### src/rtl/jab_pkg.sv
package jab_pkg;
    typedef enum logic [1:0] {
        JS_WATCH   = 2'd0,
        JS_TRIPPED = 2'd1,
        JS_QUIET   = 2'd2
    } jab_state_e;
endpackage

### src/rtl/jab_cycle_ctr.sv
// Run-length counter: cleared or advanced each cycle, flags the last count.
module jab_cycle_ctr #(
    parameter int LIMIT = 8
) (
    input  logic clk,
    input  logic clr,
    input  logic inc,
    output logic at_last
);
    localparam int W = $clog2(LIMIT + 1);

    logic [W-1:0] cnt;

    always_ff @(posedge clk) begin
        if (clr)
            cnt <= '0;
        else if (inc)
            cnt <= cnt + 1'b1;
    end

    assign at_last = (cnt == W'(LIMIT - 1));
endmodule

### src/rtl/jab_fsm.sv
module jab_fsm
    import jab_pkg::*;
(
    input  logic       clk,
    input  logic       rst,
    input  logic       tx_active,
    input  logic       act_last,
    input  logic       quiet_last,
    output jab_state_e state,
    output logic       act_clr,
    output logic       act_inc,
    output logic       quiet_clr,
    output logic       quiet_inc,
    output logic       tx_en,
    output logic       jab,
    output logic       coll
);
    jab_state_e state_nx;

    // state register
    always_ff @(posedge clk) begin
        if (rst)
            state <= JS_WATCH;
        else
            state <= state_nx;
    end

    // transitions
    always_comb begin
        state_nx = state;
        unique case (state)
            JS_WATCH:   if (tx_active && act_last) state_nx = JS_TRIPPED;
            JS_TRIPPED: if (!tx_active)            state_nx = JS_QUIET;
            JS_QUIET:   if (!tx_active && quiet_last) state_nx = JS_WATCH;
            default:    state_nx = JS_WATCH;
        endcase
    end

    // outputs and counter controls
    always_comb begin
        tx_en     = 1'b0;
        jab       = 1'b0;
        coll      = 1'b0;
        act_clr   = 1'b1;
        act_inc   = 1'b0;
        quiet_clr = 1'b1;
        quiet_inc = 1'b0;
        unique case (state)
            JS_WATCH: begin
                tx_en   = 1'b1;
                act_clr = rst || !tx_active;
                act_inc = tx_active;
            end
            JS_TRIPPED: begin
                jab  = 1'b1;
                coll = 1'b1;
            end
            JS_QUIET: begin
                jab       = 1'b1;
                quiet_clr = rst || tx_active;
                quiet_inc = !tx_active;
            end
            default: begin
                tx_en = 1'b0;
            end
        endcase
    end
endmodule

### src/rtl/jab_watchdog.sv
module jab_watchdog
    import jab_pkg::*;
#(
    parameter int ACT_CYCLES   = 200000,
    parameter int UNJAB_CYCLES = 5000000
) (
    input  logic clk,
    input  logic rst,
    input  logic tx_active_i,
    output logic tx_enable_o,
    output logic jabber_o,
    output logic coll_req_o
);
    jab_state_e state;
    logic act_clr, act_inc, act_last;
    logic quiet_clr, quiet_inc, quiet_last;

    jab_cycle_ctr #(.LIMIT(ACT_CYCLES)) u_act_ctr (
        .clk     (clk),
        .clr     (act_clr),
        .inc     (act_inc),
        .at_last (act_last)
    );

    jab_cycle_ctr #(.LIMIT(UNJAB_CYCLES)) u_quiet_ctr (
        .clk     (clk),
        .clr     (quiet_clr),
        .inc     (quiet_inc),
        .at_last (quiet_last)
    );

    jab_fsm u_fsm (
        .clk        (clk),
        .rst        (rst),
        .tx_active  (tx_active_i),
        .act_last   (act_last),
        .quiet_last (quiet_last),
        .state      (state),
        .act_clr    (act_clr),
        .act_inc    (act_inc),
        .quiet_clr  (quiet_clr),
        .quiet_inc  (quiet_inc),
        .tx_en      (tx_enable_o),
        .jab        (jabber_o),
        .coll       (coll_req_o)
    );
endmodule

### config.mk
export PLATFORM = sky130hd
export DESIGN_NAME = jab_watchdog
export DESIGN_NICKNAME = d
export VERILOG_FILES = /design/src/rtl/jab_pkg.sv /design/src/rtl/jab_cycle_ctr.sv /design/src/rtl/jab_fsm.sv /design/src/rtl/jab_watchdog.sv
export SDC_FILE = /design/constraint.sdc
export NUM_CORES = 1
export LEC_CHECK = 0
export CAP_MARGIN = 5
export CORE_MARGIN = 2
export CORE_UTILIZATION = 57
export DETAILED_ROUTE_END_ITERATION = 10
export HOLD_SLACK_MARGIN = 0.08
export MAX_ROUTING_LAYER = met4
export PLACE_DENSITY = 0.75
export SYNTH_ARGS = -nofsm -noshare
export SYNTH_HDL_FRONTEND = slang
export SYNTH_SLANG_ARGS = --single-unit
### constraint.sdc
create_clock -name clk -period 3.3 [get_ports clk]
set_input_delay 0.825 -clock clk [delete_from_list [all_inputs] [get_ports clk]]
set_output_delay 0.825 -clock clk [all_outputs]
set_load 0.02 [all_outputs]
==> results of run 1 <==
[cells in the mapped netlist, types with 2 or more instances]
master    number  area share
nand3_1       11       0.028
or2b_1         2      0.0076
and2_1         3      0.0095
nor4b_1        3       0.013
clkbuf_1       7       0.013
and3_1         5       0.016
xnor2_1       18       0.079
xor2_1        15       0.066
o21ai_0        4       0.010
dfxtp_1       43        0.43
nand4_1       11       0.035
nor2_1        40       0.076
o31a_1         2      0.0088
nor4_1         7       0.022
inv_1          8       0.015
or3_1          4       0.013
a21oi_1        4       0.010
ha_1           5       0.032
nand2_1       11       0.021
nor3_1         7       0.018
[through the flow]
stage	hold WS, ns	util	area [um^2]	setup WS [ns]	power, uW
2_1_floorplan	0.441	-	1980	1.28	539
3_3_place_gp	0.461	0.621	2070	0.627	544
3_5_place_dp	0.470	0.621	2070	0.559	544
5_1_grt	0.539	0.647	2160	0.680	916
6_report	0.488	0.647	2160	0.787	878
4_1_cts	0.498	0.647	2160	0.767	888
[critical path: stages (launching register included)]
cell and delay (ns):
dfxtp_1 0.33, inv_1 0.09, ha_1 0.28, clkdlybuf4s50_1 0.64
[cell type report]
class | instances | area (um^2) | share of cell area
clock inverters | 2 | 35.0 | 0.0162
clock buffers | 6 | 51.3 | 0.0238
flip-flops and latches | 43 | 861 | 0.399
well taps | 46 | 57.6 | 0.0267
multi-input cells | 167 | 1070 | 0.494
repair buffers | 6 | 57.6 | 0.0267
inverters | 8 | 30.0 | 0.0139
[power by group through the flow]
stage               clock (uW)  sequential (uW)  combinational [uW]
finish                     346              521                10.9
global route               381              522                13.0
CTS                        356              522                11.0
detailed placement           0              533                11.0
global placement             0              533                11.0
floorplan                    0              533                6.42
[layer usage]
metal / track usage / routed length [um]
met1: 0.261 / 1680
met2: 0.309 / 1480
met3: 0.0595 / 108
met4: 0.0667 / 47
met5: - / 0
[flip-flops by register name, indices dropped and copies added (netlist names)]
signal           cells
u_act_ctr.cnt       18
u_fsm.state          2
u_quiet_ctr.cnt     23
[placed cells by master (no fill, tap or decap), types with 2 or more instances in the layout]
cell type / netlist / layout
nand2_1: 11 / 11
and3_1: 5 / 5
xnor2_1: 18 / 18
clkdlybuf4s50_1: 0 / 5
nor2_1: 40 / 40
o21ai_0: 4 / 4
or2b_1: 2 / 2
ha_1: 5 / 5
nor4_1: 7 / 7
a21oi_1: 4 / 4
xor2_1: 15 / 15
nand4_1: 11 / 11
and2_1: 3 / 3
dfxtp_1: 43 / 43
nor3_1: 7 / 7
o31a_1: 2 / 2
or3_1: 4 / 4
nor4b_1: 3 / 3
nand3_1: 11 / 11
clkbuf_4: 0 / 5
inv_1: 8 / 8
[cells by family after synthesis]
logic type | count (synthesis) | share of synthesized area
buffers and inverters | 15 | 0.0284
adders and majority gates | 5 | 0.0315
and+or+nand+nor | 116 | 0.315
xor gates and xnor gates | 33 | 0.146
muxes | 1 | 0.00504
DFF | 43 | 0.434
AOI/OAI and AO/OA | 12 | 0.0404
[how the worst max path moves through the flow]
stage	startpoint	end	cells after the start
6_report	u_fsm.state[1]$_SDFFE_PP0P_	tx_enable_o	3
5_1_grt	u_fsm.state[0]$_SDFFE_PP0P_	tx_enable_o	3
4_1_cts	u_fsm.state[0]$_SDFFE_PP0P_	jabber_o	3
3_5_place_dp	tx_active_i	u_act_ctr.cnt[17]$_SDFFE_PP0P_	6
3_3_place_gp	tx_active_i	u_act_ctr.cnt[17]$_SDFFE_PP0P_	6
2_1_floorplan	tx_active_i	u_quiet_ctr.cnt[19]$_SDFFE_PP0P_	6
==> results.json, run 1 <==
{
  "dp_hpwl_um": 2310,
  "path_class": "reg -> out",
  "hold_depth": 1,
  "insertion_delay_ns": 0.35,
  "status": "finished clean",
  "grt_pass1_vias": 1435,
  "initial_core_util": 0.595,
  "grt_overflow_total": 0,
  "grt_start_max_net_pins": 24,
  "grt_use_total": 0.204,
  "timing.rr.end": "u_act_ctr.cnt[17]$_SDFFE_PP0P_",
  "hold_path_end": "u_act_ctr.cnt[0]$_SDFFE_PP0P_",
  "drv_cap": 0,
  "drcViolationCount": 0,
  "final_antenna_net_count": 0,
  "vias": 1497,
  "avgRoutedWirePerCell_um": 11.9,
  "cts_sinks": 43,
  "clock_path_buffers": 2,
  "synth_edf_count": 0,
  "min_path_type": "reg -> reg",
  "ir_drop_uv": 311,
  "rr_worst_depth": 7,
  "via_per_inst": 5.38,
  "fmax_ghz": 0.398,
  "antenna_found_initial": 0,
  "endpoint_kind": "output port",
  "ctsResizeCount": 0,
  "p_per_area_nw_per_um2": 407,
  "rows": 21,
  "area_delta_synth_final_pct": 8.83,
  "root_buffer": "clkbuf_4",
  "pwr-share-comb": 0.012,
  "p_leak_uw": 0.000656,
  "yosysUniqueCellTypes": 35,
  "slew_violations": 0,
  "switching_share": 0.199,
  "hold_viol": 0,
  "place_inst": 270,
  "slew_headroom": 0.556,
  "cp.arrival_ns": 1.69,
  "core-area_um2": 3340,
  "crit_fanout": 6,
  "r2r_start": "u_fsm.state[1]$_SDFFE_PP0P_",
  "critical_path.startpoint_type": "flop",
  "die_area_um2": 3970,
  "nets": 239,
  "layout-drive-gt1-share": 0.0733,
  "p_switching_uw": 175,
  "grt_pass1_wl_um": 6230,
  "antenna_cells": 0,
  "drt-initial-drc-count": 69,
  "synthesis.area_um2": 1980,
  "io_pins": 6,
  "yosys_warnings": 0,
  "worstPathRequired_ns": 2.47,
  "fin_cells": 278,
  "ctsHoldBuffers": 0,
  "h-tree-depth": 2,
  "ys_ff_latch": 43,
  "async_reset_ff_frac": 0,
  "cts_tree": "done",
  "die_width_um": 63.0,
  "die_h_um": 63.0,
  "grt_setup_unrepaired": "no",
  "tightest_slew_ns": 0.665,
  "min_period_ns": 2.51,
  "p_int_uw": 703,
  "seqPwrFrac": 0.594,
  "r2r_slack_ns": 1.34,
  "syn_area_per_cell_um2": 8.82,
  "seq_area_frac_synth": 0.434,
  "synth_nets": 233,
  "fin_crit_sh": 0.762,
  "setup_viol": 0,
  "first_pass_iters": 4,
  "portBuffers": 5,
  "post-cts-setup-buffers": 0,
  "fin_tns_setup_ns": 0,
  "gp_congestion": 0.851,
  "cts_buffers": 5,
  "synth_ff_type": "dfxtp_1",
  "skew_ns": 0.00625,
  "min-delay-start": "u_act_ctr.cnt[0]$_SDFFE_PP0P_",
  "final.fill_count": 299,
  "synth_cells": 225,
  "clk_pin_slew_ns": 0.12,
  "wl_um": 3320,
  "clockPowerShare": 0.394
}
Note: power is estimated with default switching activity, not from simulation.
==> inputs of run 2 (changes only) <==
CORE_UTILIZATION = 54   (was 57)
PLACE_DENSITY = 0.74   (was 0.75)
clock period = 2.3 ns   (was 3.3 ns; I/O delays follow)
==> results.json, run 2 (synthesized netlist as in run 1, its figures left out) <==
{
  "status": "finished clean",
  "wl_um": 3420,
  "area_delta_synth_final_pct": 13.3,
  "clock_path_buffers": 2,
  "root_buffer": "clkbuf_8",
  "fin_crit_sh": 0.936,
  "io_pins": 6,
  "place_inst": 279,
  "largest_register": "u_quiet_ctr.cnt",
  "clockPowerShare": 0.441,
  "cts_tree": "done",
  "p_int_uw": 1110,
  "core-area_um2": 3610,
  "setup_viol": 0,
  "final_common_cell": "dfxtp_1",
  "cp.arrival_ns": 1.58,
  "met2_length_um": 1660,
  "skew_ns": 0.00521,
  "wl_met1_um": 1620,
  "finalPower_uw": 1380,
  "endpoint_kind": "output port",
  "via_per_inst": 5.29,
  "grt_setup_unrepaired": "no",
  "nets": 246,
  "worstPathRequired_ns": 1.73,
  "r2r_slack_ns": 0.42,
  "crit_end": "jabber_o",
  "portBuffers": 5,
  "first_pass_iters": 4,
  "clk_pin_slew_ns": 0.08,
  "die_area_um2": 4180,
  "initial_core_util": 0.550,
  "maxUsedRoutingLayer": "met4",
  "r2r_start": "u_fsm.state[1]$_SDFFE_PP0P_",
  "final_cell_mix": "dfxtp_1, nor2_1, xnor2_1, xor2_1",
  "drt-initial-drc-count": 125,
  "cp-startpoint": "u_fsm.state[0]$_SDFFE_PP0P_",
  "fin_cells": 287,
  "hold_viol": 0,
  "final.fill_count": 302,
  "met3_length_um": 99,
  "antenna_cells": 0,
  "avgRoutedWirePerCell_um": 11.9,
  "dp_slack_ns": -0.00109,
  "pwr-share-comb": 0.016,
  "insertion_delay_ns": 0.29,
  "gp_congestion": 0.780,
  "cts_sinks": 43,
  "grt_use_total": 0.198,
  "switching_share": 0.195,
  "h-tree-depth": 2,
  "setup_slack_ns": 0.148,
  "cts_buffers": 5,
  "rows": 22,
  "grt_pass1_wl_um": 6290,
  "p_leak_uw": 0.000699,
  "fmax_ghz": 0.465,
  "largest_reg_flops": 23,
  "path_class": "reg -> out",
  "drv_cap": 0,
  "drcViolationCount": 0,
  "die_h_um": 64.6,
  "p_per_area_nw_per_um2": 612,
  "min_period_ns": 2.15,
  "critical_path.startpoint_type": "flop",
  "vias": 1519,
  "ctsHoldBuffers": 0,
  "crit_fanout": 3,
  "seqPwrFrac": 0.543,
  "grt_pass1_vias": 1426,
  "die_width_um": 64.6,
  "ir_drop_uv": 376,
  "tightest_slew_ns": 0.361,
  "slew_violations": 0,
  "p_switching_uw": 269,
  "grt_start_max_net_pins": 24,
  "grt_overflow_total": 0,
  "dp_hpwl_um": 2370,
  "timing.rr.end": "u_act_ctr.cnt[15]$_SDFFE_PP0P_",
  "min_path_type": "reg -> reg",
  "rr_worst_depth": 8,
  "slew_headroom": 0.756,
  "layout-drive-gt1-share": 0.100,
  "antenna_found_initial": 0,
  "final_antenna_net_count": 0,
  "reg_top3": "u_quiet_ctr.cnt x23, u_act_ctr.cnt x18, u_fsm.state x2"
}
## run 2: worst min path at each step
stage / start / to / slack, ns / cells after the start
floorplan: u_act_ctr.cnt[0]$_SDFFE_PP0P_ / u_act_ctr.cnt[0]$_SDFFE_PP0P_ / 0.44 / 1
global placement: u_act_ctr.cnt[0]$_SDFFE_PP0P_ / u_act_ctr.cnt[0]$_SDFFE_PP0P_ / 0.46 / 1
detailed placement: u_act_ctr.cnt[0]$_SDFFE_PP0P_ / u_act_ctr.cnt[0]$_SDFFE_PP0P_ / 0.47 / 1
CTS: u_act_ctr.cnt[0]$_SDFFE_PP0P_ / u_act_ctr.cnt[0]$_SDFFE_PP0P_ / 0.49 / 1
global route: u_quiet_ctr.cnt[0]$_SDFFE_PP0P_ / u_quiet_ctr.cnt[0]$_SDFFE_PP0P_ / 0.52 / 1
finish: u_act_ctr.cnt[0]$_SDFFE_PP0P_ / u_act_ctr.cnt[0]$_SDFFE_PP0P_ / 0.48 / 1
## run 2: critical path: stages (launching register included)
cell and delay [ns]:
dfxtp_1 0.35, inv_1 0.07, ha_1 0.27, clkdlybuf4s50_1 0.59
## run 2: repair_timing
item                                    CTS  global route
endpoints found under the setup margin    0             1
resized for setup                         0             1
buffers inserted                          0             0
## run 2: metal layers
metal / vias to the layer above / global-route usage
li1: 798 / -
met2: 16 / 0.318
met1: 701 / 0.238
met4: 0 / 0.0745
met3: 4 / 0.0538
met5: - / -
## run 2: cell type report
class | instances | area (um^2) | share of cell area
Clock inverter | 2 | 35.0 | 0.0156
Tap cell | 48 | 60.1 | 0.0267
Multi-Input combinational cell | 167 | 1070 | 0.475
Inverter | 8 | 30.0 | 0.0134
Timing Repair Buffer | 13 | 113 | 0.0501
Sequential cell | 43 | 861 | 0.383
Clock buffer | 6 | 82.6 | 0.0367
## run 2: stage by stage
stage	area [um^2]	setup TNS, ns	hold slack (ns)	util
final	2250	0	0.480	0.624
after global routing	2250	0	0.523	0.624
after CTS	2250	0	0.487	0.623
after detailed placement	2130	-0.00109	0.466	0.590
after global placement	2130	0	0.462	0.590
after floorplan	1980	0	0.441	-
## run 2: power groups by stage
stage / Combinational [uW] / Sequential [uW] / Clock [uW]
after global routing: 24.0 / 748 / 652
after CTS: 21.7 / 747 / 628
after floorplan: 9.21 / 764 / 0
after global placement: 21.4 / 765 / 0
final: 21.4 / 747 / 607
after detailed placement: 21.6 / 765 / 0
